[config.mk]
export PLATFORM = sky130hd
export DESIGN_NAME = pbsram_core
export DESIGN_NICKNAME = d
export VERILOG_FILES = /design/src/rtl/pbsram_core.sv
export SDC_FILE = /design/constraint.sdc
export NUM_CORES = 1
export LEC_CHECK = 0
export ABC_AREA = 1
export CAP_MARGIN = 20
export CELL_PAD_IN_SITES_DETAIL_PLACEMENT = 0
export CELL_PAD_IN_SITES_GLOBAL_PLACEMENT = 2
export CORE_UTILIZATION = 39
export CTS_CLUSTER_SIZE = 12
export DETAILED_ROUTE_END_ITERATION = 8
export PLACE_DENSITY_LB_ADDON = 0.05
export SKIP_CTS_REPAIR_TIMING = 1
export SKIP_LAST_GASP = 1
export SLEW_MARGIN = 20
export SYNTH_ARGS = -nofsm -noshare
export SYNTH_HDL_FRONTEND = slang
export SYNTH_SLANG_ARGS = --single-unit
[constraint.sdc]
create_clock -name clk -period 2.3 [get_ports clk]
set_input_delay 0.23 -clock clk [delete_from_list [all_inputs] [get_ports clk]]
set_output_delay 0.23 -clock clk [all_outputs]
set_load 0.02 [all_outputs]
[src/rtl/pbsram_core.sv]
module pbsram_core #(
  parameter int AW = 6,
  parameter int NB = 2
) (
  input  logic            clk,
  input  logic            rst_n,
  input  logic            burst_lin,
  input  logic [AW-1:0]   addr,
  input  logic            adsp_n,
  input  logic            adsc_n,
  input  logic            adv_n,
  input  logic            ce1_n,
  input  logic            ce2,
  input  logic            ce3_n,
  input  logic            gw_n,
  input  logic            bwe_n,
  input  logic [NB-1:0]   bw_n,
  input  logic            oe_n,
  input  logic [8*NB-1:0] d_in,
  output logic [8*NB-1:0] q_out,
  output logic            q_en
);
  localparam int DW    = 8 * NB;
  localparam int DEPTH = 1 << AW;

  logic [DW-1:0] mem [DEPTH];
  logic          active, rd_pend, q_vld;
  logic [AW-1:0] base, rd_addr;
  logic [1:0]    cnt;
  logic [DW-1:0] q_reg;

  function automatic logic [AW-1:0] beat_addr(input logic [AW-1:0] b, input logic [1:0] n, input logic lin);
    logic [1:0] lo;
    lo = lin ? (b[1:0] + n) : (b[1:0] ^ n);
    return {b[AW-1:2], lo};
  endfunction

  wire sel    = !ce1_n && ce2 && !ce3_n;
  wire p_hit  = !adsp_n && !ce1_n;
  wire c_hit  = !p_hit && !adsc_n;
  wire strobe = p_hit || c_hit;
  wire start  = strobe && sel;
  wire dsel   = strobe && !sel;
  wire cont   = !strobe && active;
  wire is_wr  = !gw_n || !bwe_n;
  wire do_wr  = (c_hit && sel && is_wr) || (cont && is_wr);
  wire do_rd  = (p_hit && sel) || (c_hit && sel && !is_wr) || (cont && !is_wr);

  wire [AW-1:0] cont_addr = beat_addr(base, adv_n ? cnt : cnt + 2'd1, burst_lin);
  wire [AW-1:0] acc_addr  = start ? addr : cont_addr;
  wire [NB-1:0] lane_we   = !gw_n ? {NB{1'b1}} : (!bwe_n ? ~bw_n : {NB{1'b0}});

  always_ff @(posedge clk or negedge rst_n) begin
    if (!rst_n) begin
      active  <= 1'b0;
      base    <= '0;
      cnt     <= '0;
      rd_pend <= 1'b0;
      rd_addr <= '0;
      q_reg   <= '0;
      q_vld   <= 1'b0;
    end else begin
      if (start) begin
        active <= 1'b1;
        base   <= addr;
        cnt    <= '0;
      end else if (dsel) begin
        active <= 1'b0;
      end else if (cont && !adv_n) begin
        cnt <= cnt + 2'd1;
      end
      rd_pend <= do_rd;
      rd_addr <= acc_addr;
      q_reg   <= mem[rd_addr];
      q_vld   <= dsel ? 1'b0 : rd_pend;
    end
  end

  always_ff @(posedge clk) begin
    if (do_wr) begin
      for (int i = 0; i < NB; i++) begin
        if (lane_we[i]) mem[acc_addr][8*i +: 8] <= d_in[8*i +: 8];
      end
    end
  end

  assign q_en  = q_vld && !oe_n;
  assign q_out = q_en ? q_reg : '0;

  a_r8_deselect_off: assert property (@(posedge clk) disable iff (!rst_n)
    dsel |=> !q_en);
  a_r7_first_cycle_off: assert property (@(posedge clk) disable iff (!rst_n)
    (start && !active) |=> !q_vld);
  a_r1_read_valid: assert property (@(posedge clk) disable iff (!rst_n)
    (rd_pend && !dsel) |=> q_vld);
  a_r10_burst_step: assert property (@(posedge clk) disable iff (!rst_n)
    (cont && !adv_n) |=> (cnt == $past(cnt) + 2'd1));
  a_r4_second_cycle_write: assert property (@(posedge clk) disable iff (!rst_n)
    (p_hit && sel) ##1 (cont && !gw_n) |-> (do_wr && lane_we == {NB{1'b1}}));
endmodule

==> results.cfg <==
[status]
status = finished, violations left
violations = setup timing

[flow_run]
max_cap_viol_count = 0

[critical_path]
arrival_ns = 2.87
required_ns = 2.71
start_kind = register
cp_top_family = buffers and inverters
crit_buf_inv = 5
crit_path_end_kind = register
path_class = register to register
crit_chain = xnor2_1 -> ha_2 -> nand2_1 -> nand2_1 -> nand2_1 -> inv_1 -> nand3_2 -> nand3_4 -> buf_6 -> nand4_4 -> buf_12 -> clkbuf_16 -> nor3_2 -> buf_4
crit_top_cell = nand2_1
slowest_delay_ns = 0.39
cp_max_fo = 8
cpMaxStageDelayCell = dfrtp_1

[synth]
syn_inst = 3729
synth_edf_count = 1024
yosysMostFrequentCell = nand2_1
synth.top_cells.by_area = edfxtp_1 70%, nand2_1 11%, nand3_1 9.9%
synth_area_leader_cell = edfxtp_1
synth_area_per_cell_sq_um = 11.8
synth_top_cell_area_share = 0.699
synth_seq_cells = 1057
synth_seq_area_share = 0.718
synthTopCellsByCount = 1317 x nand2_1, 1024 x edfxtp_1, 868 x nand3_1
yosys_warnings = 0
synth_nets = 3766
syn-cell-area_sq_um = 44000
synth_async_sr_flop_share = 0.0312
synth_flop_cell = edfxtp_1
ys_types = 35

[clocking]
cts_buffers = 115
clockBufferDepth = 3
cts_tree = done
clk_latency_ns = 0.71
cts_root_buffer = clkbuf_16
path_clk_slew_ns = 0.06
htreeDepth = 3
cts.sinks = 1057

[routing]
wl_per_cell_um = 25.0
dr.pass1.iters = 5
vias = 29200
ant_nets = 0
routed_wl_mm = 139
drc_errors = 0
drtIter0Drc = 2643
via_per_inst = 5.26

[timing]
fmax_ghz = 0.405
finalHoldViolations = 0
setup_viol_count_final = 540
fin_setup_tns_ns = -27.29
hold_slack_ns = 0.0117
setup_slack_ns = -0.167
rsz0062_at_grt = true
worstMarginPinSlew_ns = 0.718
timing.slew.headroom = 0.522
period_share = 1.07
maxSlewViolCount = 0
finalClockSkew_ns = 0.0295
period_needed_ns = 2.47

[layout]
area_growth_pct = 21.2
fin_area_sq_um = 53300
nFillCells = 9914
drive_gt1_frac = 0.166
regArea_sq_um = 31600
nets = 4006
multi_input_area_sq_um = 11600
largest_register_ffs = 1024

[global_route]
grt-busiest-layer = met2
grtUsageTotal = 0.246
overflow = 0
use_met2 = 0.388
grt_pass1_wl_mm = 199
first_global_vias = 29500
antenna_found_initial = 1
grt_max_degree = 113
met1_usage = 0.349
met3_usage = 0.0338

[pwr]
leakage_nw = 20.2
ir_drop_mv = 0.646
powerDensity_nw_per_um2 = 1090

[place]
place_area_sq_um = 49000
port_buffers = 52
dp_hpwl_mm = 89.0
gp_congestion = 0.840

[floorplan]
placement_rows = 122
pin_count = 53
dieHeight_um = 338
coreArea_sq_um = 111000
die_area_sq_um = 114000
initial_core_util = 0.395
die_x_um = 338

[hold_path]
hold_class = input port to register
## cell usage in the layout, fill, tap and decap left out, types with 3 or more instances in the layout
cell type and count:
inv_6 3, nand3_4 4, nand2_2 11, nand2_4 9
inv_2 4, buf_6 44, o21ai_0 3, clkbuf_1 32
clkbuf_16 118, dlymetal6s2s_1 13, buf_2 17, o21ai_4 3
dfrtp_4 3, clkbuf_8 6, nor3_4 70, inv_1 29
nor2_1 19, clkinvlp_4 9, nand3_1 867, dlygate4sd3_1 3
nand2_1 1317, bufinv_16 7, nor3_2 50, buf_4 168
dfrtp_1 29, edfxtp_1 1024, buf_12 108, nor2_4 4
clkdlybuf4s50_1 19, clkinv_1 19, clkinv_2 18, nand4_4 4
nor3_1 8
## report_power, final
group	internal, mW	switching [mW]	leakage (nW)
combinational	5.69	13.2	8.85
clock	10.3	7.41	1.74
sequential	21.4	0.196	9.60
## worst paths after layout
check	start	endpoint	slack [ns]	cells after the start
worst max-delay path	cnt[0]$_DFFE_PN0P_	mem[41][15]$_DFFE_PP_	-0.17	14
worst min-delay path	d_in[2]	mem[23][2]$_DFFE_PP_	0.01	1
max in group asynchronous	rst_n	base[1]$_DFFE_PN0P_	1.56	3
worst max register to register	cnt[0]$_DFFE_PN0P_	mem[41][15]$_DFFE_PP_	-0.17	14
worst min register to register	base[0]$_DFFE_PN0P_	base[0]$_DFFE_PN0P_	0.50	2
min in group asynchronous	rst_n	active$_DFFE_PN0P_	0.11	2
## cell families after synthesis
logic type / Yosys count / share of synthesized area
AOI/OAI and AO/OA: 14 / 0.00302
xor gates and xnor gates: 1 / 0.000199
adders and majority gates: 1 / 0.000285
buffers and inverters: 288 / 0.0289
DFF: 1057 / 0.718
and+or+nand+nor: 2368 / 0.249
## cell type report
cell class,count,area share
clock inverters,57,0.00890
clock buffers,155,0.0588
repair buffers,374,0.0831
flip-flops and latches,1057,0.593
inverters,37,0.00298
multi-input cells,2384,0.218
diodes,1,0.0000470
well taps,1488,0.0350
## routing by layer
layer	part of all wire	wire, um
met5	0	0
met4	0.030	4220
met3	0.058	8030
met2	0.46	63500
met1	0.45	62800
## through the flow
step | utilization | setup WS [ns] | power, mW | instances
finish | 0.479 | -0.167 | 58.1 | 5553
global route | 0.479 | -0.303 | 61.0 | 5553
CTS | 0.473 | -0.286 | 58.4 | 5537
detailed placement | 0.440 | -0.477 | 40.7 | 5325
global placement | 0.440 | -0.545 | 40.7 | 5325
floorplan | - | -0.144 | 32.6 | 3729
(Power assumes the default switching activity.)
